## src/rtl/opfwd_pkg.sv

```systemverilog
package opfwd_pkg;
  typedef enum logic [1:0] {
    SEL_RF  = 2'd0,
    SEL_EXE = 2'd1,
    SEL_ACC = 2'd2,
    SEL_WB  = 2'd3
  } opsel_e;

  localparam int unsigned DEF_XLEN = 32;
  localparam int unsigned DEF_AW   = 5;
  localparam int unsigned NSRC     = 2;
endpackage

```

## src/rtl/opfwd_match.sv

```systemverilog
module opfwd_match #(
  parameter int unsigned AW = 5
) (
  input  logic          prod_live,
  input  logic [AW-1:0] prod_dst,
  input  logic [AW-1:0] src_idx,
  input  logic          src_use,
  output logic          hit
);
  logic src_nonzero;

  always_comb begin
    src_nonzero = (src_idx != '0);
    hit = prod_live && src_use && src_nonzero && (prod_dst == src_idx);
  end
endmodule

```

## src/rtl/opfwd_operand.sv

```systemverilog
module opfwd_operand
  import opfwd_pkg::*;
#(
  parameter int unsigned XLEN = 32,
  parameter int unsigned AW   = 5
) (
  input  logic [AW-1:0]   src_idx,
  input  logic            src_use,
  input  logic [XLEN-1:0] rf_data,
  input  logic            exe_live,
  input  logic [AW-1:0]   exe_dst,
  input  logic [XLEN-1:0] exe_data,
  input  logic            acc_live,
  input  logic [AW-1:0]   acc_dst,
  input  logic [XLEN-1:0] acc_data,
  input  logic            wb_live,
  input  logic [AW-1:0]   wb_dst,
  input  logic [XLEN-1:0] wb_data,
  output opsel_e          sel,
  output logic [XLEN-1:0] value,
  output logic            exe_hit
);
  logic hit_acc;
  logic hit_wb;

  opfwd_match #(.AW(AW)) u_m_exe (
    .prod_live(exe_live), .prod_dst(exe_dst),
    .src_idx(src_idx), .src_use(src_use), .hit(exe_hit)
  );
  opfwd_match #(.AW(AW)) u_m_acc (
    .prod_live(acc_live), .prod_dst(acc_dst),
    .src_idx(src_idx), .src_use(src_use), .hit(hit_acc)
  );
  opfwd_match #(.AW(AW)) u_m_wb (
    .prod_live(wb_live), .prod_dst(wb_dst),
    .src_idx(src_idx), .src_use(src_use), .hit(hit_wb)
  );

  // youngest producer first
  always_comb begin
    if (exe_hit)      sel = SEL_EXE;
    else if (hit_acc) sel = SEL_ACC;
    else if (hit_wb)  sel = SEL_WB;
    else              sel = SEL_RF;
  end

  always_comb begin
    unique case (sel)
      SEL_EXE: value = exe_data;
      SEL_ACC: value = acc_data;
      SEL_WB:  value = wb_data;
      default: value = rf_data;
    endcase
  end
endmodule

```

## src/rtl/opfwd_interlock.sv

```systemverilog
module opfwd_interlock #(
  parameter int unsigned NS = 2
) (
  input  logic          dec_valid,
  input  logic          exe_is_load,
  input  logic [NS-1:0] exe_hits,
  output logic          hold
);
  always_comb begin
    hold = dec_valid && exe_is_load && (|exe_hits);
  end
endmodule

```

## src/rtl/opfwd_issue_reg.sv

```systemverilog
module opfwd_issue_reg #(
  parameter int unsigned XLEN = 32,
  parameter int unsigned NS   = 2
) (
  input  logic                   clk,
  input  logic                   rst_n,
  input  logic                   hold,
  input  logic                   dec_valid,
  input  logic [NS-1:0][XLEN-1:0] opnd_in,
  output logic                   valid_q,
  output logic [NS-1:0][XLEN-1:0] opnd_q
);
  always_ff @(posedge clk or negedge rst_n) begin
    if (!rst_n) begin
      valid_q <= 1'b0;
      opnd_q  <= '0;
    end else if (hold) begin
      valid_q <= 1'b0;
      opnd_q  <= '0;
    end else begin
      valid_q <= dec_valid;
      opnd_q  <= opnd_in;
    end
  end
endmodule

```

## src/rtl/opfwd_unit.sv

```systemverilog
module opfwd_unit
  import opfwd_pkg::*;
#(
  parameter int unsigned XLEN = DEF_XLEN,
  parameter int unsigned AW   = DEF_AW
) (
  input  logic            clk,
  input  logic            rst_n,
  input  logic            dec_valid_i,
  input  logic [AW-1:0]   dec_src1_idx_i,
  input  logic [AW-1:0]   dec_src2_idx_i,
  input  logic            dec_src1_use_i,
  input  logic            dec_src2_use_i,
  input  logic [XLEN-1:0] rf_src1_data_i,
  input  logic [XLEN-1:0] rf_src2_data_i,
  input  logic            exe_valid_i,
  input  logic            exe_wr_en_i,
  input  logic            exe_is_load_i,
  input  logic [AW-1:0]   exe_dst_idx_i,
  input  logic [XLEN-1:0] exe_result_i,
  input  logic            acc_valid_i,
  input  logic            acc_wr_en_i,
  input  logic [AW-1:0]   acc_dst_idx_i,
  input  logic [XLEN-1:0] acc_result_i,
  input  logic            wb_wr_en_i,
  input  logic [AW-1:0]   wb_dst_idx_i,
  input  logic [XLEN-1:0] wb_data_i,
  output logic            fd_hold_o,
  output logic [1:0]      src1_sel_o,
  output logic [1:0]      src2_sel_o,
  output logic            alu_valid_o,
  output logic [XLEN-1:0] alu_opa_o,
  output logic [XLEN-1:0] alu_opb_o
);
  localparam int unsigned NS = NSRC;

  logic [NS-1:0][AW-1:0]   src_idx;
  logic [NS-1:0]           src_use;
  logic [NS-1:0][XLEN-1:0] rf_data;
  logic [NS-1:0][XLEN-1:0] fwd_val;
  logic [NS-1:0][XLEN-1:0] opnd_q;
  logic [NS-1:0]           exe_hits;
  opsel_e                  sel [NS];
  logic                    exe_live;
  logic                    acc_live;
  logic                    hold;

  always_comb begin
    src_idx  = {dec_src2_idx_i, dec_src1_idx_i};
    src_use  = {dec_src2_use_i, dec_src1_use_i};
    rf_data  = {rf_src2_data_i, rf_src1_data_i};
    exe_live = exe_valid_i && exe_wr_en_i;
    acc_live = acc_valid_i && acc_wr_en_i;
  end

  for (genvar s = 0; s < NS; s++) begin : g_src
    opfwd_operand #(.XLEN(XLEN), .AW(AW)) u_opnd (
      .src_idx  (src_idx[s]),
      .src_use  (src_use[s]),
      .rf_data  (rf_data[s]),
      .exe_live (exe_live),
      .exe_dst  (exe_dst_idx_i),
      .exe_data (exe_result_i),
      .acc_live (acc_live),
      .acc_dst  (acc_dst_idx_i),
      .acc_data (acc_result_i),
      .wb_live  (wb_wr_en_i),
      .wb_dst   (wb_dst_idx_i),
      .wb_data  (wb_data_i),
      .sel      (sel[s]),
      .value    (fwd_val[s]),
      .exe_hit  (exe_hits[s])
    );
  end

  opfwd_interlock #(.NS(NS)) u_lock (
    .dec_valid   (dec_valid_i),
    .exe_is_load (exe_is_load_i),
    .exe_hits    (exe_hits),
    .hold        (hold)
  );

  opfwd_issue_reg #(.XLEN(XLEN), .NS(NS)) u_issue (
    .clk       (clk),
    .rst_n     (rst_n),
    .hold      (hold),
    .dec_valid (dec_valid_i),
    .opnd_in   (fwd_val),
    .valid_q   (alu_valid_o),
    .opnd_q    (opnd_q)
  );

  always_comb begin
    fd_hold_o  = hold;
    src1_sel_o = sel[0];
    src2_sel_o = sel[1];
    alu_opa_o  = opnd_q[0];
    alu_opb_o  = opnd_q[1];
  end
endmodule

```

## config.mk

```make
export PLATFORM = sky130hd
export DESIGN_NAME = opfwd_unit
export DESIGN_NICKNAME = d
export VERILOG_FILES = /design/src/rtl/opfwd_pkg.sv /design/src/rtl/opfwd_match.sv /design/src/rtl/opfwd_operand.sv /design/src/rtl/opfwd_interlock.sv /design/src/rtl/opfwd_issue_reg.sv /design/src/rtl/opfwd_unit.sv
export SDC_FILE = /design/constraint.sdc
export NUM_CORES = 1
export LEC_CHECK = 0
export BUFFER_PORTS_ARGS = -buffer_cell sky130_fd_sc_hd__buf_4
export CAP_MARGIN = 25
export CORE_ASPECT_RATIO = 0.7
export CORE_MARGIN = 2
export CORE_UTILIZATION = 45
export CTS_CLUSTER_DIAMETER = 200
export DETAILED_ROUTE_END_ITERATION = 7
export PLACE_DENSITY = 0.82
export REMOVE_ABC_BUFFERS = 1
export SLEW_MARGIN = 10
export SYNTH_ARGS = -nofsm -noshare
export SYNTH_HDL_FRONTEND = slang
export SYNTH_SLANG_ARGS = --single-unit
```

## constraint.sdc

```tcl
create_clock -name clk -period 1.7 [get_ports clk]
set_input_delay 0 -clock clk [delete_from_list [all_inputs] [get_ports clk]]
set_output_delay 0 -clock clk [all_outputs]
set_load 0.03 [all_outputs]
```

======== Word level (Yosys, flattened, before mapping) ========
Cells that the tools add are included.
operators by class
  add/subtract/negate cells ............... 0
  shift operators ......................... 0
  divide/modulo/power cells ............... 0
  order comparisons ....................... 0
  eq/ne operators ......................... 12
  bitwise logic cells ..................... 0
  multipliers ............................. 0
  multiplexer cells ....................... 10
  reduce and logical (&&, ||, !) cells .... 25
operators with widths
  operator            number
  $pmux 32 s3         2
  $mux 64             1
  $eq 5x5->1          6
  $logic_and 1x1->1   22
  $mux 2              6
  $reduce_bool 5->1   2
  $eq 2x2->1 const B  4
  $eq 2x1->1 const B  2
  $reduce_or 2->1     1
  $mux 1              1
storage, ports and cells
  bits of input ports ..................... 196
  memory bits (read-only) ................. 0
  output and inout port bits .............. 70
  memory bits (writable) .................. 0
  memories ................................ 0
  register bits after elaboration ......... 65
  latch bits .............................. 0

======== Longest topological paths before layout ========
  depth after elaboration ................. 9
  depth in mapped cells ................... 11

======== Hierarchy ========
From an unflattened synthesis, not the netlist that was laid out.
unflattened totals
  cell total of the unflattened synthesis .. 442
  area total of the unflattened synthesis .. 4495.6 um^2
modules (own cells, without submodules)
  module           times used  cells an instance  area each (um^2)
  opfwd_issue_reg  1           137                2180.8
  opfwd_operand    2           121                917.1
  opfwd_match      6           10                 76.3
  opfwd_unit       1           2                  12.5
  opfwd_interlock  1           1                  10.0

======== Worst setup path after synthesis ========
Ideal clock, no wire load.
  kind .................................... in2reg
  start point ............................. input port dec_src1_idx_i[3]
  end point ............................... register u_issue.opnd_q[28] (netlist name)
  slack ................................... -0.219 ns
  data required time ...................... 1.613 ns
  arrival time ............................ 1.833 ns
  stages on the path ...................... 10
  setup time .............................. 0.087 ns
  path through ............................ or4_1 > o21a_1 > and3_1 > clkbuf_1 > nand2b_4 > and3_4 > buf_6 > buf_6 > buf_6 > a211oi_2
on the way
  word-level cells in the longest chain between the ends .. 9
  elaborated cells between the ends (all ways) .. 20
ends and longest elaborated chain
  item                                      line                   source
  start, declared                           opfwd_unit.sv:10       input logic [AW-1:0] dec_src1_idx_i,
  $reduce_bool 5->1                         opfwd_match.sv:13      src_nonzero = (src_idx != '0);
  $logic_and 1x1->1 (2 in series)           opfwd_match.sv:14      hit = prod_live && src_use && src_nonzero && (prod_dst == src_idx);
  $mux 2                                    opfwd_operand.sv:43    else if (hit_wb) sel = SEL_WB;
  $mux 2                                    opfwd_operand.sv:42    else if (hit_acc) sel = SEL_ACC;
  $mux 2                                    opfwd_operand.sv:41    if (exe_hit) sel = SEL_EXE;
  $eq 2x2->1 or $eq 2x1->1 (tied branches)  opfwd_operand.sv:48    unique case (sel)
  $pmux 32 s3                               opfwd_operand.sv:48
  $mux 64 *                                 opfwd_issue_reg.sv:17  end else if (hold) begin
  end signal, assigned                      opfwd_issue_reg.sv:22  opnd_q <= opnd_in;
  end, declared                             opfwd_issue_reg.sv:11  output logic [NS-1:0][XLEN-1:0] opnd_q
Every way passes the cells marked *; elsewhere a longest branch is shown, timed or not.

======== Final worst setup path ========
  start point ............................. input port dec_src1_idx_i[3]
  end point ............................... register u_issue.opnd_q[18] (netlist name)
The elaborated chain is that of the path after synthesis.

==> results.md <==
* Status: complete, but fails checks
* Violated checks: negative hold slack, negative setup slack
* Worst hold slack at -0.0105 ns
* Seq/Total Area, Yosys at 0.357
* PwrDens at 588 nW/um2
* Die area at 11000 um2
* Slew @ Worst Pin at 0.473 ns
* EDFF count, synth at 0
* Initial antenna violation count at 0
* Final Hold Vio Count at 1
* Synth warnings at 0
* Core area at 9760 um2
* Grt total ovfl at 0
* First-pass GRT wire length at 32.8 mm
* Final ANT Viol Nets at 0
* Switching share of power at 0.303
* Part of the cycle the worst path needs at 1.06
* Max IR drop VDD at 0.643 mV
* Required time worst endpoint at 1.93 ns
* Die Y at 88.2 um
* Most used DFF post-synth: dfrtp_1
* Synth Area per Inst at 8.44 um2
* Critical Path AT at 2.03 ns
* Routed WL at 25.3 mm
* Number of fillers in the final layout at 416
* Routability cong. at 0.938
* Nets at 1132
* Slew HR at 0.685
* CTS root buf: clkbuf_16
* RSZ-0062 raised after global routing: yes
* Vias in the first global route at 6332
* Min-delay src: rf_src1_data_i[9]
* Worst Setup SP: dec_src1_idx_i[3]
* Hpwl dp at 13.9 mm
* Combinational Power Share at 0.301
* IO buf count at 265
* IO Count at 266
* Placed Area at 7000 um2
* WS Path Type: input port to register
* Sw Pwr at 1.56 mW
* Via count at 6827
* Synthesized instance count at 540
* Setup-failing EPs final at 9
* Max_cap viols at 0
* Most frequent cells in the layout: buf_4 (311), dlygate4sd3_1 (98), nand2_1 (70), nor2_1 (70), dfrtp_1 (65)
* Number of synthesized register bits at 65
* Final setup margin at -0.0952 ns
* Seq pwr share at 0.329
* Vias/cell at 6.38
* GR Util All Layers at 0.381
* Row count at 30
* Internal Power at 3.60 mW
* Crit. End Element: register
* Clock buffer depth at 2
* CTS Sinks at 65
* DRC Markers at 0
* Unique cell type count in the Yosys netlist at 35
* H-tree depth at 3
* WL/cell at 23.6 um
* Worst-path clk slew at 0.06 ns
* Maximum clock frequency at 557 MHz
* Lkg Pwr at 4.00 nW
* Tmin final at 1.80 ns
* Chip width at 124 um
* CP Launch Type: input port
* Max-slew violations at 0
* Clock Power Share at 0.370
* Drt pass-1 iters at 6
* Design Area, Final at 8780 um2
* Initial Utilization at 0.467
* Crit path max fanout at 5
* Layout cell share with drive strength beyond 1 at 0.443
* Mapped Area at 4560 um2
* Most common cell after layout, fill and taps aside: buf_4
* Hold WC Path Type: input port to register
* Area Growth Syn to Fin at 92.7%
* CTS tree: yes
* CTS buffer count at 9
* Synth async-reset ratio at 1.00
* Largest net degree at the start of global routing at 39
* Initial DRC count at 1118
## repair_timing
| action | in CTS | in global routing |
|---|---|---|
| gates resized for setup | 15 | 37 |
| cloned | 0 | 6 |
| pin swaps | 2 | 17 |
| endpoints found under the setup margin | 22 | 56 |
| buffers inserted | 2 | 14 |
| hold buffers | 98 | 0 |
| endpoints found under the hold margin | 96 | 0 |
## power groups by stage
stage	clock network [mW]	registers (mW)	logic [mW]
floorplan	0	1.92	0.273
global placement	0	1.72	1.23
detailed placement	0	1.72	1.25
CTS	1.88	1.69	1.44
global route	1.97	1.70	1.61
finish	1.91	1.70	1.55
## area by class of cell
type                            instances  area (um2)  share of cell area
Antenna cell                            1        2.50            0.000285
Clock buffer                           10         229              0.0261
Inverter                               25        93.8              0.0107
Multi-Input combinational cell        398        2810               0.320
Clock inverter                          6        67.6             0.00770
Sequential cell                        65        1630               0.185
Tap cell                              128         160              0.0182
Timing Repair Buffer                  437        3790               0.432
## cell usage after synthesis (9+ instances only)
cell type	number	area (um2)
buf_2	10	50.1
inv_1	25	93.8
dfrtp_1	65	1630
clkbuf_1	35	131
nand2_1	71	267
a221oi_2	16	240
nand3_1	30	150
xnor2_1	20	175
nor2_1	75	282
a211oi_1	28	210
a221oi_1	9	78.8
and3_1	9	56.3
a311o_1	33	330
xor2_1	10	87.6
nor2b_1	32	200
o211ai_1	26	195
## state kept, by name (all words and copies together) (netlist names)
signal,count
u_issue.valid_q,1
u_issue.opnd_q,64
## metrics by stage
stage	power, mW	instances	setup TNS, ns	utilization	setup WS, ns
floorplan	2.20	488	-119.33	-	-2.09
global placement	2.95	933	-19.56	0.718	-0.345
detailed placement	2.97	933	-20.90	0.718	-0.388
CTS	5.01	1049	-0.000197	0.857	-0.000197
global route	5.29	1069	-0.422	0.899	-0.108
finish	5.16	1070	-0.234	0.900	-0.0952
## path summary, 6_finish.rpt
| kind | to | slack [ns] | depth (start not counted) |
|---|---|---|---|
| max in group asynchronous | u_issue.opnd_q[45]$_DFF_PN0_ | 0.96 | 3 |
| worst min-delay path | u_issue.opnd_q[9]$_DFF_PN0_ | -0.01 | 3 |
| worst max-delay path | u_issue.opnd_q[18]$_DFF_PN0_ | -0.1 | 10 |
| min in group asynchronous | u_issue.opnd_q[37]$_DFF_PN0_ | 0.17 | 2 |
## metal layers
layer,track usage,part of all wire,up-vias
met5,0,0,-
met4,0.179,0.076,0
met3,0.0831,0.13,237
met2,0.669,0.46,753
met1,0.457,0.33,3096
li1,-,-,2741
## critical path: stages
cell      delay [ns]
buf_6           0.09
or4_4           0.54
o21a_1          0.23
buf_6           0.13
nand3_4         0.09
buf_12          0.14
buf_6           0.14
nor2_1          0.07
a311o_1         0.35
a211oi_1        0.25
## logic make-up (layout without fill, tap and decap cells)
| logic type | after synthesis | count (layout) | share of synthesized area |
|---|---|---|---|
| other cells | 0 | 1 | 0 |
| simple gates | 232 | 232 | 0.234 |
| xor+xnor | 30 | 30 | 0.0577 |
| compound gates | 136 | 136 | 0.278 |
| buf+inv | 77 | 478 | 0.0736 |
| flops | 65 | 65 | 0.357 |
(Power assumes the default switching activity.)
